`src/rtl/memseq_pkg.sv`:
```
package memseq_pkg;
  localparam int TIME_W = 6;
  localparam int LEN_W  = 3;
  localparam int CNT_W  = TIME_W + LEN_W + 2;

  typedef logic [TIME_W-1:0] tw_t;
  typedef logic [LEN_W-1:0]  len_t;
  typedef logic [LEN_W:0]    widx_t;
  typedef logic [CNT_W-1:0]  cnt_t;

  typedef enum logic [3:0] {
    F_CS_ON, F_CS_RD_OFF, F_CS_WR_OFF, F_ADV_ON, F_ADV_RD_OFF, F_ADV_WR_OFF,
    F_WE_ON, F_WE_OFF, F_OE_ON, F_OE_OFF, F_ACCESS, F_GAP, F_RD_TOTAL,
    F_WR_TOTAL, F_WIN_BASE, F_WIN_SIZE
  } cfg_field_e;

  typedef struct packed {
    tw_t cs_on, cs_rd_off, cs_wr_off;
    tw_t adv_on, adv_rd_off, adv_wr_off;
    tw_t we_on, we_off, oe_on, oe_off;
    tw_t access, gap, rd_total, wr_total;
  } timing_t;

  function automatic logic strobe_active(cnt_t c, tw_t on, tw_t off);
    return (c >= cnt_t'(on)) && (c < cnt_t'(off));
  endfunction

  function automatic cnt_t eff_gap(tw_t g);
    return (g == '0) ? cnt_t'(1) : cnt_t'(g);
  endfunction

  function automatic cnt_t end_count(tw_t total, logic is_wr, tw_t gap, len_t len);
    cnt_t b;
    b = (total == '0) ? cnt_t'(1) : cnt_t'(total);
    if (!is_wr) b = b + cnt_t'(len) * eff_gap(gap);
    return b;
  endfunction

  function automatic cnt_t sample_point(tw_t acc, tw_t gap, widx_t k);
    return cnt_t'(acc) + cnt_t'(k) * eff_gap(gap);
  endfunction
endpackage

```
`src/rtl/memseq_cfg.sv`:
```
module memseq_cfg
  import memseq_pkg::*;
#(
  parameter int NCS = 8,
  parameter int AW = 32,
  parameter logic [AW-1:0] CS0_BASE = 32'h0800_0000,
  parameter logic [AW-1:0] CS0_SIZE = 32'h1000_0000,
  localparam int CSW = (NCS > 1) ? $clog2(NCS) : 1
) (
  input  logic           clk,
  input  logic           rst_n,
  input  logic           cfg_wr,
  input  logic [CSW-1:0] cfg_cs,
  input  logic [3:0]     cfg_field,
  input  logic [AW-1:0]  cfg_data,
  output timing_t        tim_o  [NCS],
  output logic [AW-1:0]  base_o [NCS],
  output logic [AW-1:0]  size_o [NCS]
);
  tw_t val;
  assign val = cfg_data[TIME_W-1:0];

  for (genvar i = 0; i < NCS; i++) begin : g_set
    timing_t       t_q;
    logic [AW-1:0] b_q, s_q;
    logic          sel;
    assign sel = cfg_wr && (cfg_cs == CSW'(i));

    always_ff @(posedge clk or negedge rst_n) begin
      if (!rst_n) begin
        t_q <= '0;
        b_q <= (i == 0) ? CS0_BASE : '0;
        s_q <= (i == 0) ? CS0_SIZE : '0;
      end else if (sel) begin
        case (cfg_field_e'(cfg_field))
          F_CS_ON:      t_q.cs_on      <= val;
          F_CS_RD_OFF:  t_q.cs_rd_off  <= val;
          F_CS_WR_OFF:  t_q.cs_wr_off  <= val;
          F_ADV_ON:     t_q.adv_on     <= val;
          F_ADV_RD_OFF: t_q.adv_rd_off <= val;
          F_ADV_WR_OFF: t_q.adv_wr_off <= val;
          F_WE_ON:      t_q.we_on      <= val;
          F_WE_OFF:     t_q.we_off     <= val;
          F_OE_ON:      t_q.oe_on      <= val;
          F_OE_OFF:     t_q.oe_off     <= val;
          F_ACCESS:     t_q.access     <= val;
          F_GAP:        t_q.gap        <= val;
          F_RD_TOTAL:   t_q.rd_total   <= val;
          F_WR_TOTAL:   t_q.wr_total   <= val;
          F_WIN_BASE:   b_q            <= cfg_data;
          default:      s_q            <= cfg_data;
        endcase
      end
    end

    assign tim_o[i]  = t_q;
    assign base_o[i] = b_q;
    assign size_o[i] = s_q;
  end
endmodule

```
`src/rtl/memseq_decode.sv`:
```
module memseq_decode #(
  parameter int NCS = 8,
  parameter int AW = 32,
  localparam int CSW = (NCS > 1) ? $clog2(NCS) : 1
) (
  input  logic [AW-1:0]  addr,
  input  logic [AW-1:0]  base_i [NCS],
  input  logic [AW-1:0]  size_i [NCS],
  output logic           hit,
  output logic [CSW-1:0] hit_cs
);
  function automatic logic in_range(logic [AW-1:0] a, logic [AW-1:0] b, logic [AW-1:0] s);
    logic [AW:0] lo, hi, ax;
    ax = {1'b0, a};
    lo = {1'b0, b};
    hi = lo + {1'b0, s};
    return (s != '0) && (ax >= lo) && (ax < hi);
  endfunction

  // lowest index wins: scan downward so the last match kept is the lowest
  always_comb begin
    hit    = 1'b0;
    hit_cs = '0;
    for (int i = NCS - 1; i >= 0; i--) begin
      if (in_range(addr, base_i[i], size_i[i])) begin
        hit    = 1'b1;
        hit_cs = CSW'(i);
      end
    end
  end
endmodule

```
`src/rtl/memseq_core.sv`:
```
module memseq_core
  import memseq_pkg::*;
#(
  parameter int NCS = 8,
  parameter int AW = 32,
  parameter int DW = 16,
  localparam int CSW = (NCS > 1) ? $clog2(NCS) : 1
) (
  input  logic           clk,
  input  logic           rst_n,
  input  timing_t        tim_i [NCS],
  input  logic           req_valid,
  output logic           req_ready,
  input  logic           req_write,
  input  logic [AW-1:0]  req_addr,
  input  logic [DW-1:0]  req_wdata,
  input  len_t           req_len,
  input  logic           hit,
  input  logic [CSW-1:0] hit_cs,
  output logic           rsp_done,
  output logic           rsp_err,
  output logic           rsp_rvalid,
  output logic [DW-1:0]  rsp_rdata,
  output logic [NCS-1:0] mem_cs_n,
  output logic           mem_adv_n,
  output logic           mem_we_n,
  output logic           mem_oe_n,
  output logic [AW-1:0]  mem_addr,
  output logic [DW-1:0]  mem_wdata,
  output logic           mem_wdata_en,
  input  logic [DW-1:0]  mem_rdata
);
  logic           busy_q, wr_q, done_q, err_q, rvalid_q;
  cnt_t           cnt_q;
  logic [CSW-1:0] cs_q;
  len_t           len_q;
  widx_t          widx_q;
  logic [AW-1:0]  addr_q;
  logic [DW-1:0]  wdata_q, rdata_q;

  timing_t t_sel;
  cnt_t    end_cnt;
  logic    accept, smp_ev, end_ev, cs_act, adv_act;

  assign t_sel   = tim_i[cs_q];
  assign accept  = req_valid && !busy_q;
  assign end_cnt = end_count(wr_q ? t_sel.wr_total : t_sel.rd_total, wr_q, t_sel.gap, len_q);
  assign end_ev  = busy_q && ((cnt_q + cnt_t'(1)) == end_cnt);
  assign smp_ev  = busy_q && !wr_q && (widx_q <= {1'b0, len_q}) &&
                   (cnt_q == sample_point(t_sel.access, t_sel.gap, widx_q)) &&
                   (cnt_q < end_cnt);

  always_ff @(posedge clk or negedge rst_n) begin
    if (!rst_n) begin
      busy_q <= 1'b0; wr_q <= 1'b0; done_q <= 1'b0; err_q <= 1'b0; rvalid_q <= 1'b0;
      cnt_q <= '0; cs_q <= '0; len_q <= '0; widx_q <= '0;
      addr_q <= '0; wdata_q <= '0; rdata_q <= '0;
    end else begin
      done_q   <= 1'b0;
      rvalid_q <= 1'b0;
      if (accept) begin
        if (hit) begin
          busy_q  <= 1'b1;
          cnt_q   <= '0;
          wr_q    <= req_write;
          cs_q    <= hit_cs;
          len_q   <= req_len;
          widx_q  <= '0;
          addr_q  <= req_addr;
          wdata_q <= req_wdata;
        end else begin
          done_q <= 1'b1;
          err_q  <= 1'b1;
        end
      end else if (busy_q) begin
        cnt_q <= cnt_q + cnt_t'(1);
        if (smp_ev) begin
          rdata_q  <= mem_rdata;
          rvalid_q <= 1'b1;
          widx_q   <= widx_q + widx_t'(1);
        end
        if (end_ev) begin
          busy_q <= 1'b0;
          done_q <= 1'b1;
          err_q  <= 1'b0;
        end
      end
    end
  end

  assign cs_act  = busy_q && strobe_active(cnt_q, t_sel.cs_on,
                                           wr_q ? t_sel.cs_wr_off : t_sel.cs_rd_off);
  assign adv_act = busy_q && strobe_active(cnt_q, t_sel.adv_on,
                                           wr_q ? t_sel.adv_wr_off : t_sel.adv_rd_off);

  for (genvar i = 0; i < NCS; i++) begin : g_cs
    assign mem_cs_n[i] = !(cs_act && (cs_q == CSW'(i)));
  end

  assign mem_adv_n    = !adv_act;
  assign mem_we_n     = !(busy_q && wr_q && strobe_active(cnt_q, t_sel.we_on, t_sel.we_off));
  assign mem_oe_n     = !(busy_q && !wr_q && strobe_active(cnt_q, t_sel.oe_on, t_sel.oe_off));
  assign mem_addr     = addr_q + AW'(widx_q);
  assign mem_wdata    = wdata_q;
  assign mem_wdata_en = busy_q && wr_q;
  assign req_ready    = !busy_q;
  assign rsp_done     = done_q;
  assign rsp_err      = done_q && err_q;
  assign rsp_rvalid   = rvalid_q;
  assign rsp_rdata    = rdata_q;

  // counter advances by one every busy cycle until the end
  a_r5_count_step: assert property (@(posedge clk) disable iff (!rst_n)
    (busy_q && !end_ev) |=> (busy_q && (cnt_q == cnt_t'($past(cnt_q) + cnt_t'(1)))));
  // a miss reports an error at once and starts no access
  a_r4_miss_no_access: assert property (@(posedge clk) disable iff (!rst_n)
    (accept && !hit) |=> (rsp_done && rsp_err && !busy_q));
  // the end of the count yields a clean done and frees the port
  a_r10_end_done: assert property (@(posedge clk) disable iff (!rst_n)
    end_ev |=> (rsp_done && !rsp_err && req_ready));
  // each capture is announced in the following cycle
  a_r9_capture_pulse: assert property (@(posedge clk) disable iff (!rst_n)
    smp_ev |=> rsp_rvalid);
  // all strobe pins rest high while no access runs
  a_r6_idle_quiet: assert property (@(posedge clk) disable iff (!rst_n)
    !busy_q |-> ((&mem_cs_n) && mem_adv_n && mem_we_n && mem_oe_n));
  // write and read strobes never low together
  a_r8_we_oe_apart: assert property (@(posedge clk) disable iff (!rst_n)
    !(!mem_we_n && !mem_oe_n));
endmodule

```
`src/rtl/memseq_top.sv`:
```
module memseq_top
  import memseq_pkg::*;
#(
  parameter int NCS = 8,
  parameter int AW = 32,
  parameter int DW = 16,
  parameter logic [AW-1:0] CS0_BASE = 32'h0800_0000,
  parameter logic [AW-1:0] CS0_SIZE = 32'h1000_0000,
  localparam int CSW = (NCS > 1) ? $clog2(NCS) : 1
) (
  input  logic             clk,
  input  logic             rst_n,
  input  logic             cfg_wr,
  input  logic [CSW-1:0]   cfg_cs,
  input  logic [3:0]       cfg_field,
  input  logic [AW-1:0]    cfg_data,
  input  logic             req_valid,
  output logic             req_ready,
  input  logic             req_write,
  input  logic [AW-1:0]    req_addr,
  input  logic [DW-1:0]    req_wdata,
  input  logic [LEN_W-1:0] req_len,
  output logic             rsp_done,
  output logic             rsp_err,
  output logic             rsp_rvalid,
  output logic [DW-1:0]    rsp_rdata,
  output logic [NCS-1:0]   mem_cs_n,
  output logic             mem_adv_n,
  output logic             mem_we_n,
  output logic             mem_oe_n,
  output logic [AW-1:0]    mem_addr,
  output logic [DW-1:0]    mem_wdata,
  output logic             mem_wdata_en,
  input  logic [DW-1:0]    mem_rdata
);
  timing_t        tim   [NCS];
  logic [AW-1:0]  wbase [NCS];
  logic [AW-1:0]  wsize [NCS];
  logic           hit;
  logic [CSW-1:0] hit_cs;

  memseq_cfg #(.NCS(NCS), .AW(AW), .CS0_BASE(CS0_BASE), .CS0_SIZE(CS0_SIZE)) i_cfg (
    .clk(clk), .rst_n(rst_n), .cfg_wr(cfg_wr), .cfg_cs(cfg_cs), .cfg_field(cfg_field),
    .cfg_data(cfg_data), .tim_o(tim), .base_o(wbase), .size_o(wsize)
  );

  memseq_decode #(.NCS(NCS), .AW(AW)) i_decode (
    .addr(req_addr), .base_i(wbase), .size_i(wsize), .hit(hit), .hit_cs(hit_cs)
  );

  memseq_core #(.NCS(NCS), .AW(AW), .DW(DW)) i_core (
    .clk(clk), .rst_n(rst_n), .tim_i(tim), .req_valid(req_valid), .req_ready(req_ready),
    .req_write(req_write), .req_addr(req_addr), .req_wdata(req_wdata), .req_len(req_len),
    .hit(hit), .hit_cs(hit_cs), .rsp_done(rsp_done), .rsp_err(rsp_err),
    .rsp_rvalid(rsp_rvalid), .rsp_rdata(rsp_rdata), .mem_cs_n(mem_cs_n),
    .mem_adv_n(mem_adv_n), .mem_we_n(mem_we_n), .mem_oe_n(mem_oe_n), .mem_addr(mem_addr),
    .mem_wdata(mem_wdata), .mem_wdata_en(mem_wdata_en), .mem_rdata(mem_rdata)
  );

  // at most one chip-select pin low at any time
  a_r7_single_cs: assert property (@(posedge clk) disable iff (!rst_n)
    $onehot0(~mem_cs_n));
endmodule

```
`config.mk`:
```
export PLATFORM = sky130hd
export DESIGN_NAME = memseq_top
export DESIGN_NICKNAME = d
export VERILOG_FILES = /design/src/rtl/memseq_pkg.sv /design/src/rtl/memseq_cfg.sv /design/src/rtl/memseq_decode.sv /design/src/rtl/memseq_core.sv /design/src/rtl/memseq_top.sv
export SDC_FILE = /design/constraint.sdc
export NUM_CORES = 2
export LEC_CHECK = 0
export CORE_ASPECT_RATIO = 0.8
export CORE_UTILIZATION = 45
export CTS_CLUSTER_DIAMETER = 50
export CTS_CLUSTER_SIZE = 20
export DETAILED_ROUTE_END_ITERATION = 10
export DONT_BUFFER_PORTS = 1
export HOLD_SLACK_MARGIN = 0.05
export MAX_ROUTING_LAYER = met4
export SYNTH_ARGS = -nofsm -noshare
export SYNTH_HDL_FRONTEND = slang
export SYNTH_SLANG_ARGS = --single-unit
```
`constraint.sdc`:
```
create_clock -name clk -period 12.8 [get_ports clk]
set_input_delay 1.28 -clock clk [delete_from_list [all_inputs] [get_ports clk]]
set_output_delay 1.28 -clock clk [all_outputs]
set_load 0.02 [all_outputs]
```
==> summary.md <==
| Metric | Value |
|---|---|
| Status | finished clean |
| Placed instance area | 83000 um2 |
| Pins Over Slew Limit | 0 |
| Final setup violation count | 0 |
| Critical path's slowest cell | dfrtp_4 |
| Setup CP Type | reg -> reg |
| Syn_nets | 8268 |
| CTS tree | yes |
| Largest net degree at the start of global routing | ~290 |
| R2r endpoint | i_core.widx_q[2] |
| Die area | approximately 180000 um2 |
| Crit Path Max Fanout | 41 |
| WL final | 215000 um |
| Final Core Density | 49.6% |
| Iter 0 DRT Violations | 4086 |
| I/O Buffers | 0 |
| Post-synth EDFFs | 0 |
| Htree depth | 4 |
| WL per Instance | 22.2 um |
| Worst r2r src | i_core.cs_q[0] |
| Die height | 380 um |
| Synth cell types | between 80 and 90 |
| Tcrit/Tclk final | 66.0% |
| Total track usage | 24.6% |
| Crit path to | i_core.widx_q[2] |
| Nets | 8184 |
| GP Congestion | 0.923 |
| Total core area | 177000 um2 |
| Clock Path Buffers | 3 |
| Synth area leader | dfrtp_1 |
| I/O pins | 191 |
| Async set-reset flop share out of synthesis | 100% |
| Post-Synthesis Cells | about 7.3k |
| Vias per inst | 5.84 |
| Final instance area | 88000 um2 |
| Slew @ Worst Pin | 1.28 ns |
| Pleak | roughly 0.043 uW |
| Slowest Stage Delay on Critical Path | slightly below 0.8 ns |
| Setup TNS | 0 ns |
| Post-Place Worst Slack | 4.36 ns |
| Top Family by Delay on Critical Path | simple AND/OR/NAND/NOR gates |
| Worst EP arrival | about 9.2 ns |
| Vias in the first global route | around 57k |
| R2R Setup Slk | 4.35 ns |
| Total CTS buffers | 140 |
| Clk_lat worst skew | 0.83 ns |
| Final min period | 8.45 ns |
| Hold_buf cts | 0 |
| Hold Vio Cnt, Final | 0 |
| Area grow syn2layout | 9.30% |
| Levels on crit path | 27 |
| Synthesized area | 80500 um2 |
| Startpoint Class | flop |
| Worst setup startpoint | i_core.cs_q[0] |
| Yosys warns | 0 |
| GR Overflow Total | 0 |
| Detailed placer's ending HPWL | 154000 um |
| Postcts setup bufs | 0 |
| Seq/Total Area, Yosys | between 30% and 40% |
| Initial core utilization | 45.4% |
| Synth top area share | about two fifths |
| Register bit total from synthesis | 1274 |
| Post-CTS Resized | 0 |
| P per Cell Area | approximately 170 nW/um2 |
| Worst setup slack after layout | 4.35 ns |
| Most frequent cells in the layout | dfrtp_1 (1268), mux2_2 (964), ha_1 (857), nand2_1 (545), o21ai_0 (463) |
| Pwr Total | 14900 uW |
| CTS clk-pin slew, worst paths | 0.08 ns |
| Max Freq | 118 MHz |
| Clock tree sinks | 1274 |
| # DRC | 0 |
| Req. time, crit path | 13.53 ns |
| Clock Tree Root | clkbuf_16 |
| Routed vias | 56.5k |
| Slew margin rel. | 12.1% |
| Core Rows | 138 |
| Detail Route Antenna Nets | 0 |
| Peak supply drop | between 150 and 200 uV |
| Syn Area/Cell | 11.1 um2 |
| Layout cells sized above 1 | 21.4% |
| Largest cells by area after synthesis | dfrtp_1 (40%), mux2_2 (13%), ha_1 (13%), mux4_2 (5.0%), o21ai_0 (2.9%) |
| Initial antenna violation count | 3 |
| First-pass GRT wire length | roughly 340000 um |
| Total iterations of the first detailed-routing run | 7 |
| Buf/Inv on CP | 3 |
| Setup clock skew after layout | between 0.04 and 0.05 ns |
| Fill cell count | 15.9k |
| Crit end category | flop |
| Max Cap Viol | 0 |
| RSZ-0062 raised after global routing | no |
| Die X | 475 um |
| Hold Crit Class | in -> async |
| Synth Flop Type | dfrtp_1 |
| Commonest non-fill, non-tap cell in the layout | dfrtp_1 |
| R2r worst-path depth | 27 |
## worst min-delay path by stage
stage                          start               end  slack (ns)  depth (start not counted)
finish                         rst_n  i_cfg.tim_o[266]        0.18                          0
global route                   rst_n  i_cfg.tim_o[266]        0.13                          0
floorplan               i_core.err_q      i_core.err_q        0.46                          1
global placement    i_cfg.tim_o[584]  i_cfg.tim_o[584]        0.48                          1
CTS                            rst_n  i_cfg.tim_o[266]        0.10                          0
detailed placement  i_cfg.tim_o[129]  i_cfg.tim_o[129]        0.49                          1
## through the flow
stage	cells	hold WS [ns]
floorplan	7269	0.464
global placement	9420	0.482
detailed placement	9421	0.487
CTS	9681	0.101
global route	9683	0.132
finish	9684	0.181
## synthesized netlist by cell type (17+ instances only)
master,count
nor4_1,83
o21ai_0,463
and3_1,32
ha_1,857
mux2_4,50
nand3_1,106
nor2b_1,72
mux4_2,180
fa_1,31
mux2i_1,52
nand2b_1,79
or3_1,22
o211ai_1,37
clkbuf_1,238
a21oi_1,386
nand4_1,97
dfrtp_1,1272
inv_1,393
nor3_1,69
nand2_1,545
mux2_2,964
a31oi_1,24
nor2_1,261
or2_2,20
o21a_1,60
buf_2,19
o21bai_1,50
a211oi_1,43
xor2_1,140
xnor2_1,145
a2111oi_0,22
a21o_1,194
o31ai_1,17
## worst register-to-register path, delay by kind of cell (launching register included)
family / cells / cell delay, ns
buffers and inverters: 3 / 1.17
DFF: 1 / 0.77
adders and majority gates: 4 / 1.59
and+or+nand+nor: 11 / 2.19
muxes: 3 / 1.48
AOI/OAI and AO/OA: 6 / 1.17
## report_power, final
part           switching (uW)  internal (uW)  leakage (uW)
registers                 565           4500        0.0163
clock network            2000           2310       0.00241
logic                    3000           2510        0.0242
## cell type report
class                      instances  area, um2  area share, %
timing repair buffer              46        495          0.563
tap                             2380       2980           3.38
multi-input combinational       5329      46200           52.5
clock inverter                   103       1290           1.46
clock buffer                     157       3650           4.15
sequential                      1274      31900           36.2
antenna                            1       2.50        0.00284
inverter                         394       1480           1.68
## registers in the layout (all words and copies together) (netlist names), 3 cells and up
| signal | count |
|---|---|
| i_core.addr_q | 32 |
| i_core.mem_wdata | 16 |
| i_cfg.g_set.s_q | 256 |
| i_cfg.g_set.b_q | 256 |
| i_core.rsp_rdata | 16 |
| i_core.cnt_q | 11 |
| i_core.len_q | 3 |
| i_core.cs_q | 3 |
| i_core.widx_q | 4 |
| i_cfg.tim_o | 672 |
## cell families after synthesis
logic type,share of synthesized area [%]
fa+ha+maj,14.1
buf+inv,3.19
xor+xnor,3.10
mux,20.2
simple gates,8.65
compound gates,11.2
flops,39.6
## per-layer routing
layer  track usage, %  vias to the layer above  wire, um
met3             3.92                      257     11300
met5                -                        -         0
met4             5.21                        0      4200
li1                 -                    26500         -
met2             35.1                     1229     91300
met1             36.6                    28600    108000
No activity file was read; power rests on OpenSTA's default activity.
